<file path="src/rtl/a20_gate_pkg.sv">
package a20_gate_pkg;
  localparam logic [7:0] PORT_DATA      = 8'h60;
  localparam logic [7:0] PORT_CMD       = 8'h64;
  localparam logic [7:0] CMD_WR_OUTPORT = 8'hD1;
  localparam logic [7:0] OUTPORT_RESET  = 8'h00;
  localparam int         A20_BIT        = 1;
  localparam int         ST_BUSY        = 1;
  localparam int         ST_ARMED       = 3;
  localparam int         ST_ERR         = 6;

  function automatic logic [7:0] pack_status(input logic busy, input logic armed,
                                             input logic err);
    logic [7:0] s;
    s           = 8'h00;
    s[ST_BUSY]  = busy;
    s[ST_ARMED] = armed;
    s[ST_ERR]   = err;
    return s;
  endfunction

  function automatic logic is_port(input logic [7:0] addr);
    return (addr == PORT_DATA) || (addr == PORT_CMD);
  endfunction
endpackage

</file>
<file path="src/rtl/a20_busy_timer.sv">
module a20_busy_timer #(
  parameter int BUSY_CYCLES = 64
) (
  input  logic clk,
  input  logic rst_n,
  input  logic start,
  output logic busy
);
  localparam int CW = $clog2(BUSY_CYCLES + 1);

  logic [CW-1:0] cnt;

  always_ff @(posedge clk or negedge rst_n) begin
    if (!rst_n)          cnt <= '0;
    else if (start)      cnt <= CW'(BUSY_CYCLES);
    else if (cnt != '0)  cnt <= cnt - CW'(1);
  end

  assign busy = (cnt != '0);

  AST_BUSY_AFTER_START: assert property (@(posedge clk) disable iff (!rst_n)
    start |=> busy);
  AST_NO_START_WHILE_BUSY: assert property (@(posedge clk) disable iff (!rst_n)
    busy |-> !start);
endmodule

</file>
<file path="src/rtl/a20_cmd_decoder.sv">
module a20_cmd_decoder
  import a20_gate_pkg::*;
(
  input  logic       clk,
  input  logic       rst_n,
  input  logic       cmd_acc,
  input  logic       data_acc,
  input  logic [7:0] wdata,
  input  logic       commit,
  output logic       armed,
  output logic       pend_valid,
  output logic [7:0] pend_data
);
  logic take_data;
  assign take_data = data_acc && armed;

  always_ff @(posedge clk or negedge rst_n) begin
    if (!rst_n)        armed <= 1'b0;
    else if (cmd_acc)  armed <= (wdata == CMD_WR_OUTPORT);
    else if (data_acc) armed <= 1'b0;
  end

  always_ff @(posedge clk or negedge rst_n) begin
    if (!rst_n) begin
      pend_valid <= 1'b0;
      pend_data  <= '0;
    end else if (take_data) begin
      pend_valid <= 1'b1;
      pend_data  <= wdata;
    end else if (commit) begin
      pend_valid <= 1'b0;
    end
  end

  AST_UNARMED_DATA_DROPPED: assert property (@(posedge clk) disable iff (!rst_n)
    (data_acc && !armed) |=> !pend_valid);
  AST_OTHER_CMD_DISARMS: assert property (@(posedge clk) disable iff (!rst_n)
    (cmd_acc && wdata != CMD_WR_OUTPORT) |=> !armed);
  AST_DATA_DISARMS: assert property (@(posedge clk) disable iff (!rst_n)
    data_acc |=> !armed);
endmodule

</file>
<file path="src/rtl/a20_outport_reg.sv">
module a20_outport_reg
  import a20_gate_pkg::*;
(
  input  logic       clk,
  input  logic       rst_n,
  input  logic       commit,
  input  logic [7:0] pend_data,
  output logic [7:0] outport
);
  always_ff @(posedge clk or negedge rst_n) begin
    if (!rst_n)      outport <= OUTPORT_RESET;
    else if (commit) outport <= pend_data;
  end

  AST_OUTPORT_ONLY_ON_COMMIT: assert property (@(posedge clk) disable iff (!rst_n)
    !$stable(outport) |-> $past(commit));
endmodule

</file>
<file path="src/rtl/a20_gate_ctl.sv">
module a20_gate_ctl
  import a20_gate_pkg::*;
#(
  parameter int BUSY_CYCLES = 64
) (
  input  logic       clk,
  input  logic       rst_n,
  input  logic [7:0] io_addr,
  input  logic       io_wr,
  input  logic [7:0] io_wdata,
  input  logic       io_rd,
  output logic [7:0] io_rdata,
  output logic [7:0] status,
  output logic       a20_en
);
  logic       wr_hit, accept, dropped, cmd_acc, data_acc;
  logic       busy, armed, pend_valid, commit, err;
  logic [7:0] pend_data, outport;

  assign wr_hit   = io_wr && is_port(io_addr);
  assign accept   = wr_hit && !busy;
  assign dropped  = wr_hit && busy;
  assign cmd_acc  = accept && (io_addr == PORT_CMD);
  assign data_acc = accept && (io_addr == PORT_DATA);
  assign commit   = pend_valid && !busy;

  a20_busy_timer #(.BUSY_CYCLES(BUSY_CYCLES)) u_timer (
    .clk(clk), .rst_n(rst_n), .start(accept), .busy(busy)
  );

  a20_cmd_decoder u_dec (
    .clk(clk), .rst_n(rst_n), .cmd_acc(cmd_acc), .data_acc(data_acc),
    .wdata(io_wdata), .commit(commit), .armed(armed),
    .pend_valid(pend_valid), .pend_data(pend_data)
  );

  a20_outport_reg u_oport (
    .clk(clk), .rst_n(rst_n), .commit(commit), .pend_data(pend_data),
    .outport(outport)
  );

  always_ff @(posedge clk or negedge rst_n) begin
    if (!rst_n)       err <= 1'b0;
    else if (dropped) err <= 1'b1;
  end

  assign status = pack_status(busy, armed, err);
  assign a20_en = outport[A20_BIT];

  always_comb begin
    io_rdata = 8'h00;
    if (io_rd) begin
      if (io_addr == PORT_CMD)       io_rdata = status;
      else if (io_addr == PORT_DATA) io_rdata = outport;
    end
  end

  AST_A20_OFF_AFTER_RESET: assert property (@(posedge clk) disable iff (!rst_n)
    $rose(rst_n) |-> !a20_en);
  AST_DROP_SETS_ERR: assert property (@(posedge clk) disable iff (!rst_n)
    dropped |=> err);
  AST_ERR_STICKY: assert property (@(posedge clk) disable iff (!rst_n)
    err |=> err);
  AST_DROP_KEEPS_ARMED: assert property (@(posedge clk) disable iff (!rst_n)
    dropped |=> $stable(armed));
  AST_A20_NOT_DURING_BUSY: assert property (@(posedge clk) disable iff (!rst_n)
    !$stable(a20_en) |-> !$past(busy));
  AST_STRAY_NO_BUSY: assert property (@(posedge clk) disable iff (!rst_n)
    (io_wr && !is_port(io_addr) && !busy) |=> !busy);
endmodule

</file>
<file path="config.mk">
export PLATFORM = sky130hd
export DESIGN_NAME = a20_gate_ctl
export DESIGN_NICKNAME = d
export VERILOG_FILES = /design/src/rtl/a20_gate_pkg.sv /design/src/rtl/a20_busy_timer.sv /design/src/rtl/a20_cmd_decoder.sv /design/src/rtl/a20_outport_reg.sv /design/src/rtl/a20_gate_ctl.sv
export SDC_FILE = /design/constraint.sdc
export NUM_CORES = 1
export LEC_CHECK = 0
export CORE_MARGIN = 2
export CORE_UTILIZATION = 42
export CTS_CLUSTER_DIAMETER = 120
export DETAILED_ROUTE_END_ITERATION = 12
export PLACE_DENSITY = 0.75
export SYNTH_ARGS = -nofsm -noshare
export SYNTH_HDL_FRONTEND = slang
export SYNTH_SLANG_ARGS = --single-unit
export TNS_END_PERCENT = 100
</file>
<file path="constraint.sdc">
create_clock -name clk -period 1.9 [get_ports clk]
set_input_delay 0.38 -clock clk [delete_from_list [all_inputs] [get_ports clk]]
set_output_delay 0.38 -clock clk [all_outputs]
set_load 0.05 [all_outputs]
</file>
==> results.txt <==
The run finished, with violations left. The checks that failed: setup timing. Summing the sequential cell areas from Yosys gives 51.1% of the chip area. The post-placement cell count came out at 177. The worst register-to-register path ends at u_dec.pend_data[5]. The ratio of routed vias to standard cells is 5.29. The total internal power came out at 1.14 mW. The number of hold violations in the final report is 0. The share of total power in combinational logic is 33.3%. The analysis attributes to cell leakage a power of 0.979 nW. The pin count of the biggest net entering global routing came out at 27. The critical path required time came out at 1520 ps. For this run, the number of Yosys warnings is 0. The post-synthesis sequential element count came out at 26. The number of hold buffers added after CTS came out at 0. The proportion of layout cells with a drive suffix above 1 is 50.3%. The number of buffers inserted by port buffering is 31.

The register clock-pin slew on the reported worst setup and hold paths is 150 ps. The post-synthesis cell area is 0.00127 mm2. In the routed design, unresolved DRC markers number 0. The biggest fanout along the worst timing path is 4.

The number of max-capacitance violations reported is 0. The switching share of power is 30.3%. The placer's final routability congestion estimate is 0.760.

The worst-case clock buffer depth is 2. The die height came out at 59.1 um. The nature of the critical path startpoint is a flip-flop. A synthesized cell averages 11.9 um2. Global routing used 19.3% of the available tracks. The commonest non-fill, non-tap cell in the layout is buf_4. The HPWL reported at the end of detailed placement is 2120 um.

In the layout the commonest cells are buf_4, dfrtp_1, clkdlybuf4s50_1. The clock tree from TritonCTS is done. The register-to-register setup slack is -130 ps.

The path type of the worst setup path is reg -> out. The clock skew after layout came out at 4.75 ps. The overall die area is 0.00349 mm2. The clock insertion delay at the later pin of the skew report is 330 ps.

The fraction of the cycle the final worst path needs came out at 108%. The final cell count without fillers came out at 194. The achievable frequency is 0.488 GHz. The depth of the worst register-to-register path is 7. The number of max-slew violations in the final report is 0. The number of standard cells after synthesis came out at 107. The number of antenna violations at the first check in global routing is 0.

The count of routing violations after the opening detailed-route iteration came out at 13. The fraction of synthesis flops using an asynchronous set or reset pin is 100%. Setup repair after global routing could not meet its margin everywhere. For this design the ratio of total power to cell area is 814 mW/mm2. Clock tree synthesis inserted a total of 3 buffers. The number of clock sinks seen by CTS is 26. The endpoint class of the critical path is an output pin.

The worst setup slack after placement came out at -352 ps. For this run the aggregate overflow at the end of global routing stands at 0. The effective utilization at floorplan came out at 45.0%. The maximum ir drop on the vdd rail came out at 339 uV. The total core area came out at 0.00283 mm2. The count of vias placed by the detailed router came out at 1026. The switching power summed over all nets is 0.497 mW. The worst slack on hold paths is 386 ps. The path category of the worst min-delay check is in -> async. The number of synthesized flops with an enable pin is 0.

CTS built an H-tree with a depth of 1. The total negative setup slack is -1270 ps. The final worst setup slack came out at -150 ps.

The die is 59.1 um wide. The number of nets with antenna violations after routing came out at 0. The count of nets after finishing is 186.

Sorting the synthesized cells by area gives the leading types as dfrtp_1, mux2_2, buf_4. The row count is 19. The cell sitting at the root of the clock tree is a clkbuf_4. The number of global-route vias before repair is 1111. The synthesized design spends more area on one cell type than any other, namely dfrtp_1. Sequential cells burn 43.3% of the power. The area growth from synthesis to layout came out at 58.2%. The antenna cell count came out at 0.

The total I/O pin count is 37. The wire length of the first global-routing pass came out at 5040 um. The number of different library cells used by synthesis comes to 32.

The number of fill cells in the layout is 184. The data arrival time of the worst path came out at 1670 ps. The post-detailed-route wirelength per cell is 15.7 um.

The number of detailed-route iterations in the first pass came out at 4. Wires add up to 3050 um. The clock network burns 23.4% of the power.

The worst register-to-register path begins at u_timer.cnt[2]. Setup violations remaining at the end of the flow were counted as 10. The dominant synthesized flop cell is dfrtp_1. Summed over its instances, the top area cell type makes up 51.1% of the synthesized netlist area. Counting I/O delays and the setup requirement, the final critical path takes 2050 ps.
Yosys cell counts (2+ instances only):
cell / count
a21oi_1: 3
ha_1: 2
nor4_1: 3
buf_4: 8
mux2_2: 17
nand3b_1: 2
dfrtp_1: 26
mux2i_1: 3
and2_1: 5
inv_1: 2
nand2_1: 5
xor2_1: 2
nand3_1: 4
nor2_1: 5
nor3_1: 2
o21ai_0: 2
metrics by stage:
stage	cell area, um2	total power [mW]	util, %
after floorplan	1320	0.958	-
after global placement	1790	1.11	63.4
after detailed placement	1790	1.14	63.4
after CTS	1990	1.64	70.5
after global routing	2010	1.73	71.2
final	2010	1.64	71.2
critical path, stage by stage (launching register included):
cell,delay [ps]
dfrtp_1,430
nor4_4,330
and3b_2,330
clkinv_4,100
buf_8,160
per-layer routing:
metal | GRT usage (%) | up-vias | wire length (um)
met5 | 0 | - | 0
met4 | 7.79 | 0 | 52
met3 | 2.40 | 6 | 92
met2 | 35.6 | 30 | 1680
met1 | 22.4 | 515 | 1220
li1 | - | 475 | -
worst max-delay path by stage:
stage / slack (ps) / to / from
3_5_place_dp: -350 / io_rdata[7] / io_addr[6]
4_1_cts: -160 / io_rdata[1] / u_timer.cnt[4]
3_3_place_gp: -320 / io_rdata[0] / io_addr[6]
2_1_floorplan: -40 / io_rdata[0] / io_addr[4]
5_1_grt: -220 / status[1] / u_timer.cnt[2]
6_report: -150 / status[1] / u_timer.cnt[2]
cells by family (layout without fill, tap and decap cells):
group	count (synthesis)	count (layout)	share of synthesized area, %
multiplexers	20	20	17.4
other	1	5	0.294
flip-flops	26	26	51.1
adder cells (fa/ha/maj)	2	2	1.96
buffers and inverters	13	65	7.17
XOR/XNOR	2	2	1.38
AO/OA/AOI/OAI	10	10	4.91
AND/OR/NAND/NOR	33	33	15.8
power groups by stage:
stage                     Sequential (mW)  Combinational, mW  Clock, mW
after floorplan                     0.714              0.244          0
after global placement              0.707              0.399          0
after detailed placement            0.714              0.422          0
after CTS                           0.703              0.542      0.392
after global routing                0.718              0.596      0.412
final                               0.709              0.546      0.384
what timing repair did:
action / 4_1_cts / 5_1_grt
resized for setup: 39 / 7
setup endpoints to repair: 17 / 23
buffers inserted: 13 / 1
pin swaps: 9 / 6
hold endpoints to repair: 0 / 0
registers in the layout (all words and copies together), names as in the netlist:
register and cells:
u_dec.armed 1, u_oport.outport 8, u_timer.cnt 7, u_dec.pend_valid 1, err 1, u_dec.pend_data 8
layout make-up:
class	count	area [um2]	share of cell area, %
multi-input combinational	72	654	32.5
sequential	26	651	32.3
inverter	3	16.3	0.807
clock inverter	1	30.0	1.49
tap	31	38.8	1.93
clock buffer	3	22.5	1.12
timing repair buffer	58	602	29.9
Power figures use the tool's default switching activity.
